File: src/rtl/aclink_pm_pkg.sv
package aclink_pm_pkg;

    typedef enum logic [2:0] {
        ST_RUN     = 3'd0,
        ST_PDFRM   = 3'd1,
        ST_LOCK    = 3'd2,
        ST_DOWN    = 3'd3,
        ST_WAKE    = 3'd4,
        ST_WAITCLK = 3'd5
    } link_st_e;

    typedef struct packed {
        link_st_e st;
        logic     pend;
    } seq_s;

    function automatic longint ceil_div(input longint num, input longint den);
        return (num + den - 1) / den;
    endfunction

endpackage

File: src/rtl/aclink_pm_timer.sv
module aclink_pm_timer #(
    parameter int CNT_W = 16
) (
    input  logic             clk,
    input  logic             rst_n,
    input  logic             load_i,
    input  logic [CNT_W-1:0] load_val_i,
    output logic             done_o
);

    logic [CNT_W-1:0] cnt_d, cnt_q;

    always_comb begin
        cnt_d = cnt_q;
        if (load_i)
            cnt_d = load_val_i - CNT_W'(1);
        else if (cnt_q != '0)
            cnt_d = cnt_q - CNT_W'(1);
    end

    always_ff @(posedge clk or negedge rst_n) begin
        if (!rst_n) cnt_q <= '0;
        else        cnt_q <= cnt_d;
    end

    assign done_o = (cnt_q == '0);

    // The timer counts down by one per cycle unless it is reloaded
    assert_count_step_R5: assert property (@(posedge clk) disable iff (!rst_n)
        (!load_i && cnt_q != '0) |=> (cnt_q == $past(cnt_q) - CNT_W'(1)));

endmodule

File: src/rtl/aclink_bclk_detect.sv
module aclink_bclk_detect #(
    parameter int SYNC_STAGES  = 2,
    parameter int WINDOW_CYC   = 64,
    parameter int EDGES_NEEDED = 3
) (
    input  logic clk,
    input  logic rst_n,
    input  logic bclk_i,
    input  logic enable_i,
    output logic alive_o
);

    localparam int WIN_W  = $clog2(WINDOW_CYC + 1);
    localparam int EDGE_W = $clog2(EDGES_NEEDED + 1);

    logic [SYNC_STAGES-1:0] sync_q;

    generate
        for (genvar g = 0; g < SYNC_STAGES; g++) begin : g_sync
            if (g == 0) begin : g_first
                always_ff @(posedge clk or negedge rst_n) begin
                    if (!rst_n) sync_q[g] <= 1'b0;
                    else        sync_q[g] <= bclk_i;
                end
            end else begin : g_next
                always_ff @(posedge clk or negedge rst_n) begin
                    if (!rst_n) sync_q[g] <= 1'b0;
                    else        sync_q[g] <= sync_q[g-1];
                end
            end
        end
    endgenerate

    typedef struct packed {
        logic [WIN_W-1:0]  win;
        logic [EDGE_W-1:0] edges;
        logic              prev;
    } det_s;

    det_s det_d, det_q;
    logic rise;

    assign rise = sync_q[SYNC_STAGES-1] & ~det_q.prev;

    always_comb begin
        det_d      = det_q;
        det_d.prev = sync_q[SYNC_STAGES-1];
        if (!enable_i) begin
            det_d.win   = '0;
            det_d.edges = '0;
        end else if (det_q.win == WIN_W'(WINDOW_CYC - 1)) begin
            det_d.win   = '0;
            det_d.edges = '0;
        end else begin
            det_d.win = det_q.win + WIN_W'(1);
            if (rise && det_q.edges != EDGE_W'(EDGES_NEEDED))
                det_d.edges = det_q.edges + EDGE_W'(1);
        end
    end

    always_ff @(posedge clk or negedge rst_n) begin
        if (!rst_n) det_q <= '0;
        else        det_q <= det_d;
    end

    assign alive_o = enable_i && (det_q.edges == EDGE_W'(EDGES_NEEDED));

    // The edge count never exceeds the number needed
    assert_edge_bound_R8: assert property (@(posedge clk) disable iff (!rst_n)
        det_q.edges <= EDGE_W'(EDGES_NEEDED));

    // A disabled detector holds no edges
    assert_clear_when_idle_R8: assert property (@(posedge clk) disable iff (!rst_n)
        !enable_i |=> (det_q.edges == '0));

endmodule

File: src/rtl/aclink_pm_seq.sv
module aclink_pm_seq
    import aclink_pm_pkg::*;
#(
    parameter longint SYS_CLK_HZ   = 125_000_000,
    parameter longint BCLK_HZ      = 12_288_000,
    parameter int     FRAME_BITS   = 256,
    parameter int     LOCK_FRAMES  = 4,
    parameter longint PULSE_NS     = 1000,
    parameter int     WINDOW_CYC   = 64,
    parameter int     EDGES_NEEDED = 3,
    parameter int     SYNC_STAGES  = 2
) (
    input  logic       clk,
    input  logic       rst_n,
    input  logic       bit_clk_i,
    input  logic       sync_i,
    input  logic       sdo_i,
    input  logic       pd_arm_i,
    input  logic       pd_cut_i,
    input  logic       wake_req_i,
    output logic       sync_o,
    output logic       sdo_o,
    output logic       data_slot_en_o,
    output logic       link_up_o,
    output logic [2:0] state_o
);

    localparam longint FRAME_CYC = ceil_div(longint'(FRAME_BITS) * SYS_CLK_HZ, BCLK_HZ);
    localparam longint LOCK_CYC  = FRAME_CYC * longint'(LOCK_FRAMES);
    localparam longint PULSE_CYC = ceil_div(SYS_CLK_HZ * PULSE_NS, 64'd1_000_000_000);
    localparam longint MAX_CYC   = (LOCK_CYC > PULSE_CYC) ? LOCK_CYC : PULSE_CYC;
    localparam int     CNT_W     = $clog2(MAX_CYC + 1);

    seq_s             seq_d, seq_q;
    logic             tmr_load;
    logic [CNT_W-1:0] tmr_val;
    logic             tmr_done;
    logic             clk_alive;
    logic             link_on;

    aclink_pm_timer #(.CNT_W(CNT_W)) u_timer (
        .clk        (clk),
        .rst_n      (rst_n),
        .load_i     (tmr_load),
        .load_val_i (tmr_val),
        .done_o     (tmr_done)
    );

    aclink_bclk_detect #(
        .SYNC_STAGES  (SYNC_STAGES),
        .WINDOW_CYC   (WINDOW_CYC),
        .EDGES_NEEDED (EDGES_NEEDED)
    ) u_detect (
        .clk      (clk),
        .rst_n    (rst_n),
        .bclk_i   (bit_clk_i),
        .enable_i (seq_q.st == ST_WAITCLK),
        .alive_o  (clk_alive)
    );

    always_comb begin
        seq_d    = seq_q;
        tmr_load = 1'b0;
        tmr_val  = '0;
        unique case (seq_q.st)
            ST_RUN: begin
                if (pd_arm_i) seq_d.st = ST_PDFRM;
            end
            ST_PDFRM: begin
                if (pd_cut_i) begin
                    seq_d.st   = ST_LOCK;
                    seq_d.pend = 1'b0;
                    tmr_load   = 1'b1;
                    tmr_val    = CNT_W'(LOCK_CYC);
                end
            end
            ST_LOCK: begin
                if (wake_req_i) seq_d.pend = 1'b1;
                if (tmr_done) begin
                    if (seq_q.pend || wake_req_i) begin
                        seq_d.st = ST_WAKE;
                        tmr_load = 1'b1;
                        tmr_val  = CNT_W'(PULSE_CYC);
                    end else begin
                        seq_d.st = ST_DOWN;
                    end
                end
            end
            ST_DOWN: begin
                if (wake_req_i) begin
                    seq_d.st = ST_WAKE;
                    tmr_load = 1'b1;
                    tmr_val  = CNT_W'(PULSE_CYC);
                end
            end
            ST_WAKE: begin
                seq_d.pend = 1'b0;
                if (tmr_done) seq_d.st = ST_WAITCLK;
            end
            ST_WAITCLK: begin
                if (clk_alive) seq_d.st = ST_RUN;
            end
            default: seq_d.st = ST_RUN;
        endcase
    end

    always_ff @(posedge clk or negedge rst_n) begin
        if (!rst_n) seq_q <= '{st: ST_RUN, pend: 1'b0};
        else        seq_q <= seq_d;
    end

    assign link_on        = (seq_q.st == ST_RUN) || (seq_q.st == ST_PDFRM);
    assign sync_o         = (seq_q.st == ST_WAKE) || (link_on && sync_i);
    assign sdo_o          = link_on && sdo_i;
    assign data_slot_en_o = (seq_q.st == ST_RUN);
    assign link_up_o      = link_on;
    assign state_o        = seq_q.st;

    // Link outputs stay low while the codec is powered down
    assert_quiet_lines_R4: assert property (@(posedge clk) disable iff (!rst_n)
        (seq_q.st inside {ST_LOCK, ST_DOWN, ST_WAITCLK}) |-> (!sync_o && !sdo_o));

    // The lockout is entered only from the power-down frame
    assert_lock_entry_R4: assert property (@(posedge clk) disable iff (!rst_n)
        (seq_q.st == ST_LOCK && $past(seq_q.st) != ST_LOCK) |-> ($past(seq_q.st) == ST_PDFRM));

    // The wake pulse starts only from the lockout or the down state
    assert_wake_entry_R6: assert property (@(posedge clk) disable iff (!rst_n)
        (seq_q.st == ST_WAKE && $past(seq_q.st) != ST_WAKE) |-> ($past(seq_q.st) inside {ST_LOCK, ST_DOWN}));

    // The lockout ends only after the timer has run out
    assert_lock_exit_R5: assert property (@(posedge clk) disable iff (!rst_n)
        (seq_q.st == ST_LOCK && !tmr_done) |=> (seq_q.st == ST_LOCK));

    // A wake request during the lockout is never lost
    assert_pending_R7: assert property (@(posedge clk) disable iff (!rst_n)
        (seq_q.st == ST_LOCK && wake_req_i) |=> (seq_q.st == ST_WAKE || seq_q.pend));

    // Running resumes from the wait state only once the clock is seen
    assert_run_entry_R8: assert property (@(posedge clk) disable iff (!rst_n)
        (seq_q.st == ST_RUN && $past(seq_q.st) == ST_WAITCLK) |-> $past(clk_alive));

endmodule

File: config.mk
export PLATFORM = sky130hd
export DESIGN_NAME = aclink_pm_seq
export DESIGN_NICKNAME = d
export VERILOG_FILES = /design/src/rtl/aclink_pm_pkg.sv /design/src/rtl/aclink_pm_timer.sv /design/src/rtl/aclink_bclk_detect.sv /design/src/rtl/aclink_pm_seq.sv
export SDC_FILE = /design/constraint.sdc
export NUM_CORES = 1
export LEC_CHECK = 0
export ABC_AREA = 1
export BUFFER_PORTS_ARGS = -buffer_cell sky130_fd_sc_hd__buf_4
export CAP_MARGIN = 20
export CORE_MARGIN = 3
export CORE_UTILIZATION = 54
export CTS_CLUSTER_SIZE = 8
export DETAILED_ROUTE_END_ITERATION = 16
export HOLD_SLACK_MARGIN = 0.1
export PLACE_DENSITY_LB_ADDON = 0.12
export SLEW_MARGIN = 0
export SYNTH_ARGS = -nofsm -noshare
export SYNTH_HDL_FRONTEND = slang
export SYNTH_HIERARCHICAL = 1
export SYNTH_SLANG_ARGS = --single-unit
File: constraint.sdc
create_clock -name clk -period 2.7 [get_ports clk]
set_input_delay 0.405 -clock clk [delete_from_list [all_inputs] [get_ports clk]]
set_output_delay 0.405 -clock clk [all_outputs]
set_load 0.02 [all_outputs]
==> results of run 1 <==
repair_timing:
item	CTS	global route
setup buffers	0	3
endpoints found under the setup margin	0	11
hold buffers	1	0
endpoints found under the hold margin	30	0
gates resized for setup	0	12
how the worst min path moves through the flow:
stage                          to  cells after the start                from  slack [ns]
2_1_floorplan            seq_q[0]                      0               rst_n        0.11
3_3_place_gp    u_detect/det_d[0]                      0  u_detect/sync_q[0]        0.33
3_5_place_dp    u_detect/det_d[0]                      0  u_detect/sync_q[0]        0.33
4_1_cts        u_detect/sync_q[0]                      1           bit_clk_i        0.22
5_1_grt        u_detect/sync_q[0]                      1           bit_clk_i        0.21
6_report       u_detect/sync_q[0]                      1           bit_clk_i        0.23
final cells by class:
cell class | instances | share of cell area
flip-flops and latches | 30 | 0.304
well taps | 48 | 0.0243
clock buffers | 6 | 0.0335
multi-input cells | 238 | 0.473
inverters | 52 | 0.0801
clock inverters | 2 | 0.00507
repair buffers | 25 | 0.0801
sequential cells by signal, summed over array words and instances (netlist names):
| name | cells |
|---|---|
| seq_q | 1 |
| u_detect/det_d | 1 |
| u_detect/sync_q | 1 |
| state_o | 3 |
| u_detect/det_q | 10 |
| u_timer/cnt_q | 14 |
per-stage QoR:
stage	instances	area, sq um	total power [W]	setup TNS, ns	hold WS [ns]
3_3_place_gp	389	2290	0.00217	0	0.333
6_report	401	2470	0.00268	0	0.225
2_1_floorplan	329	2160	0.00187	0	0.109
5_1_grt	401	2470	0.00294	-0.00442	0.213
4_1_cts	398	2400	0.00256	0	0.216
3_5_place_dp	389	2290	0.00218	0	0.335
worst register-to-register path, cell delays in order (launching register included):
cell and delay [ns]:
dfrtp_1 0.38, nor2_1 0.13, nand4_1 0.15, nor3_2 0.25, inv_1 0.09, nor2_1 0.10
nand2_1 0.07, o21ai_2 0.07, or2_4 0.18, inv_4 0.08, o21ai_4 0.21, ha_4 0.18
nand2_1 0.06, nor2_1 0.21, nand3_1 0.11, nand2_1 0.08, a21oi_2 0.05
metal layers:
metal  up-vias  global-route usage  share of wire
li1       1025                   -              -
met1       860               0.267           0.45
met2        61               0.344           0.47
met3        10              0.0389          0.057
met4         0               0.107          0.020
met5         -                   0              0
where the power goes:
group	switching [W]	internal, W
registers	0.0000856	0.000579
logic	0.00105	0.000587
clock network	0.000171	0.000204
cells in the final DEF, fill, tap and decap left out, types with 3 or more instances in the layout:
cell        n
o21ai_0    12
nor2_2     11
nand3_2     3
nand2_2    14
nand3_1    17
buf_4      23
nand4_1     5
clkbuf_8    6
a21oi_1     8
nand2_1   112
dfrtp_1    30
nor2_1     31
conb_1      7
inv_1      51
xor2_1      3
nor2_4      3
kinds of logic (layout without fill, tap and decap cells):
family / count (synthesis) / in the layout / share of synthesized area
other cells: 1 / 7 / 0.00176
simple gates: 200 / 200 / 0.418
xor+xnor: 4 / 4 / 0.0164
buf+inv: 61 / 85 / 0.132
compound gates: 24 / 24 / 0.0622
fa+ha+maj: 3 / 3 / 0.0176
flops: 30 / 30 / 0.352
==> out/results.txt, run 1 <==
die area: 4740 sq um
outcome: finished, final reports clean
pwr/cell area: 1090 nW/um^2
I/O Buffers: 14
register-to-register setup slack: 0.17 ns
crit path buf inv count: 2
post-DP HPWL: 3340 um
vias in the first global route: 1732
diodes inserted: 0
skew final: 0.00687 ns
Total GRT Usage: 0.211
Post-Syn Area per Cell: 6.60 sq um
post-place setup slack: 0.0911 ns
Yosys Warn Count: 6
Worst Path Arrival: 2.69 ns
area leader, netlist: dfrtp_1
final setup vio count: 0
CP Data Required Time: 2.86 ns
CTS buffer count: 5
min Tclk post-route: 2.53 ns
Synth Flop Type: dfrtp_1
critical path class: register to register
sequential fraction of the synthesis area: 0.352
Highest Clock Rate: 396 MHz
cell area after synthesis: 2130 sq um
# nets final: 363
Multi-input gate area: 1170 sq um
post-layout util: 0.659
WL per Instance: 11.2 um
worst reg-to-reg path cell count: 16
count leader, synth: nand2_1
clock-pin slew on the worst setup and hold paths: 0.07 ns
Synth top cells by count: 114 x nand2_1, 51 x inv_1, 33 x nor2_1
Worst setup startpoint: u_timer/cnt_q[7]
WP depth: 16
CTS tree: done
post-route antenna net violation count: 0
Vert. Die Dim: 68.9 um
Final period util: 0.936
DR vias/cell: 4.88
synth unique cells: 27
later-pin clock latency in the skew report: 0.28 ns
initial antenna violation count: 0
peak supply drop: 573 uV
Core Rows: 22
GPL Wtd Cong: 0.966
HP Class: primary input to register
critical path's largest stage delay: 0.38 ns
delay-heaviest family, CP: simple AND/OR/NAND/NOR gates
largest net degree at the start of global routing: 31
slowest CP cell: dfrtp_1
max_cap viols: 0
FF+latch count, synth: 30
global-route wire length before repair: 7400 um
Area Growth Syn to Fin: 15.7%
FILL cells: 334
worst-path cell chain: nor2_1 -> nand4_1 -> nor3_2 -> inv_1 -> nor2_1 -> nand2_1 -> o21ai_2 -> or2_4 -> inv_4 -> o21ai_4 -> ha_4 -> nand2_1 -> nor2_1 -> nand3_1 -> nand2_1 -> a21oi_2
type of destination of the critical path: register
DRC viols: 0
IO Pins: 15
reg2reg start: u_timer/cnt_q[7]
DR pass1 iterations: 4
P_leak: 1.32 nW
DR iter-0 viols: 109
Sink Count: 30
Worst R2R End: u_timer/cnt_q[12]
CP startpoint kind: register
top-area cell type share of the netlist area: 0.352
vias post-DR: 1956
grt ovf: 0
Synth async-reset ratio: 1.00
Initial Util: 0.570
Setup crit end: u_timer/cnt_q[12]
CP Max Fanout: 12
CTS Root Cell: clkbuf_8
final hold viol count: 0
Die Wd: 68.9 um
FF/Latch Area: 751 sq um
worst setup margin: 0.174 ns
Total Wirelength: 4510 um
EDFF count, synth: 0
Clock Path Buffers: 2
Cells after Synth: 323
leading post-synthesis cells by cell area: dfrtp_1 35%, nand2_1 20%, inv_1 9.0%
core area: 3740 sq um
ratio of cells with drive above 1 in the final layout: 0.204
H-tree depth: 2
Slew Limit Fails: 0
No activity file was read; power rests on OpenSTA's default activity.
==> run 2: changes to the inputs <==
--- a/config.mk
+++ b/config.mk
@@ -8,12 +8,14 @@
 export ABC_AREA = 1
 export BUFFER_PORTS_ARGS = -buffer_cell sky130_fd_sc_hd__buf_4
 export CAP_MARGIN = 20
+export CORE_ASPECT_RATIO = 1.2
 export CORE_MARGIN = 3
 export CORE_UTILIZATION = 54
 export CTS_CLUSTER_SIZE = 8
 export DETAILED_ROUTE_END_ITERATION = 16
 export HOLD_SLACK_MARGIN = 0.1
 export PLACE_DENSITY_LB_ADDON = 0.12
+export RECOVER_POWER = 50
 export SLEW_MARGIN = 0
 export SYNTH_ARGS = -nofsm -noshare
 export SYNTH_HDL_FRONTEND = slang
==> out/results.txt, run 2 (synthesized netlist as in run 1, its figures left out) <==
max_cap viols: 1 (was 0)
CP Data Required Time: 2.91 ns (was 2.86 ns)
worst reg-to-reg path cell count: 17 (was 16)
die area: 4740 sq um (about the same)
Total GRT Usage: 0.213 (was 0.211)
H-tree depth: 2 (unchanged)
RSZ-0062 raised after global routing: false
post-DP HPWL: 3420 um (was 3340 um)
most frequent cells in the layout: 114 x nand2_1, 51 x inv_1, 33 x nor2_1 (was 112 x nand2_1, 51 x inv_1, 31 x nor2_1)
Area Growth Syn to Fin: 13.3% (was 15.7%)
I/O Buffers: 14 (unchanged)
Total Wirelength: 4390 um (was 4510 um)
DRC viols: 0 (unchanged)
CP startpoint kind: register (unchanged)
Worst Path Arrival: 2.68 ns (was 2.69 ns)
FILL cells: 371 (was 334)
ratio of cells with drive above 1 in the final layout: 0.175 (was 0.204)
WL per Instance: 11.0 um (was 11.2 um)
Power Total: 0.00262 W (was 0.00268 W)
max reg flops: 14 (unchanged)
Core Rows: 24 (was 22)
peak supply drop: 558 uV (was 573 uV)
post-route antenna net violation count: 0 (unchanged)
diodes inserted: 0 (unchanged)
CTS tree: done (unchanged)
GPL Wtd Cong: 0.908 (was 0.966)
Multi-input gate area: 1140 sq um (was 1170 sq um)
Highest Clock Rate: 405 MHz (was 396 MHz)
type of destination of the critical path: register (unchanged)
Clock Path Buffers: 2 (unchanged)
largest register by flop count: u_timer/cnt_q (unchanged)
Net Sw Frac: 0.475 (was 0.489)
skew final: 0.00505 ns (was 0.00687 ns)
clock-pin slew on the worst setup and hold paths: 0.07 ns (about the same)
P_leak: 1.30 nW (was 1.32 nW)
Internal Power: 0.00137 W (about the same)
FF/Latch Area: 751 sq um (unchanged)
global-route wire length before repair: 7780 um (was 7400 um)
vias in the first global route: 1739 (was 1732)
# nets final: 359 (was 363)
Slew Limit Fails: 31 (was 0)
Net Switching: 0.00124 W (was 0.00131 W)
CTS Root Cell: clkbuf_8 (unchanged)
placed cell areas: 2290 sq um (about the same)
total negative slack: 0 ns (unchanged)
final setup vio count: 0 (unchanged)
later-pin clock latency in the skew report: 0.28 ns (about the same)
DR iter-0 viols: 81 (was 109)
Final period util: 0.914 (was 0.936)
IO Pins: 15 (unchanged)
Post CTS Setup Buffer Count: 0 (unchanged)
core area: 3720 sq um (was 3740 sq um)
Worst-Margin Slew: 1.64 ns
largest net degree at the start of global routing: 31 (unchanged)
Sink Count: 30 (unchanged)
outcome: finished, violations left (was finished, final reports clean)
critical path class: register to register (unchanged)
post-layout util: 0.649 (was 0.659)
grt ovf: 0 (unchanged)
Seq pwr share: 0.261 (was 0.248)
min Tclk post-route: 2.47 ns (was 2.53 ns)
HP Class: primary input to register (unchanged)
CP Max Fanout: 7 (was 12)
Initial Util: 0.573 (was 0.570)
Die Wd: 63.4 um (was 68.9 um)
Slew Limit Headroom: -0.0946
CTS buffer count: 5 (unchanged)
DR vias/cell: 4.72 (was 4.88)
failing checks: max-capacitance violations, max-slew violations
vias post-DR: 1891 (was 1956)
final hold viol count: 0 (unchanged)
Final Cell Area: 2420 sq um (was 2470 sq um)
pwr/cell area: 1080 nW/um^2 (was 1090 nW/um^2)
Hold Path Depth: 1 (unchanged)
Logic pwr share: 0.571 (was 0.612)
Clock Power Share: 0.169 (was 0.140)
initial antenna violation count: 0 (unchanged)
DR pass1 iterations: 4 (unchanged)
commonest non-fill, non-tap cell in the layout: nand2_1 (unchanged)
Vert. Die Dim: 74.9 um (was 68.9 um)
==> run 2: routing by layer <==
layer  part of all wire  track usage
met1               0.45        0.256
met2               0.50        0.377
met3              0.025       0.0373
met4              0.021       0.0959
met5                  0            0
==> run 2: final timing paths <==
check	slack, ns	end	start
setup / recovery	0.23	u_timer/cnt_q[12]	u_timer/cnt_q[10]
hold / removal	0.25	u_detect/sync_q[0]	bit_clk_i
setup reg to reg	0.23	u_timer/cnt_q[12]	u_timer/cnt_q[10]
hold reg to reg	0.35	u_detect/det_d[0]	u_detect/sync_q[0]
max in group asynchronous	0.67	u_timer/cnt_q[3]	rst_n
min in group asynchronous	1.08	state_o[0]	rst_n
==> run 2: metrics by stage <==
stage               setup slack, ns  hold WS [ns]  instances
global placement              0.180         0.332        392
floorplan                    0.0730         0.109        329
CTS                           0.102         0.217        401
global route                 0.0109         0.236        401
detailed placement            0.126         0.341        392
finish                        0.231         0.247        401
==> run 2: timing repair <==
item,CTS,global route
endpoints found under the hold margin,30,0
hold buffers,1,0
gates resized for setup,0,3
endpoints found under the setup margin,0,8
==> run 2: worst max-delay path, cell delays in order (launching register included) <==
cell and delay (ns):
dfrtp_1 0.39, nor2_1 0.13, nand4_1 0.15, nor3_2 0.16, inv_1 0.08, nor2_1 0.10, nand2_1 0.07, o21ai_2 0.07
or2_4 0.17, inv_4 0.06, o21ai_4 0.15, ha_2 0.25, inv_1 0.05, nor2_1 0.12, nand2_1 0.13, nor2_1 0.11
nand3_1 0.07, a21oi_1 0.14
==> run 2: area by class of cell <==
class	instances	share of cell area
multi-input combinational	238	0.471
inverter	52	0.0818
clock inverter	3	0.0166
sequential	30	0.311
tap	52	0.0269
clock buffer	5	0.0285
timing repair buffer	21	0.0647
==> run 2: power groups by stage <==
stage	Combinational, W	Clock (W)	Sequential, W
global placement	0.00146	0	0.000685
global route	0.00170	0.000476	0.000699
floorplan	0.00122	0	0.000649
detailed placement	0.00148	0	0.000688
finish	0.00149	0.000441	0.000682
CTS	0.00149	0.000455	0.000680
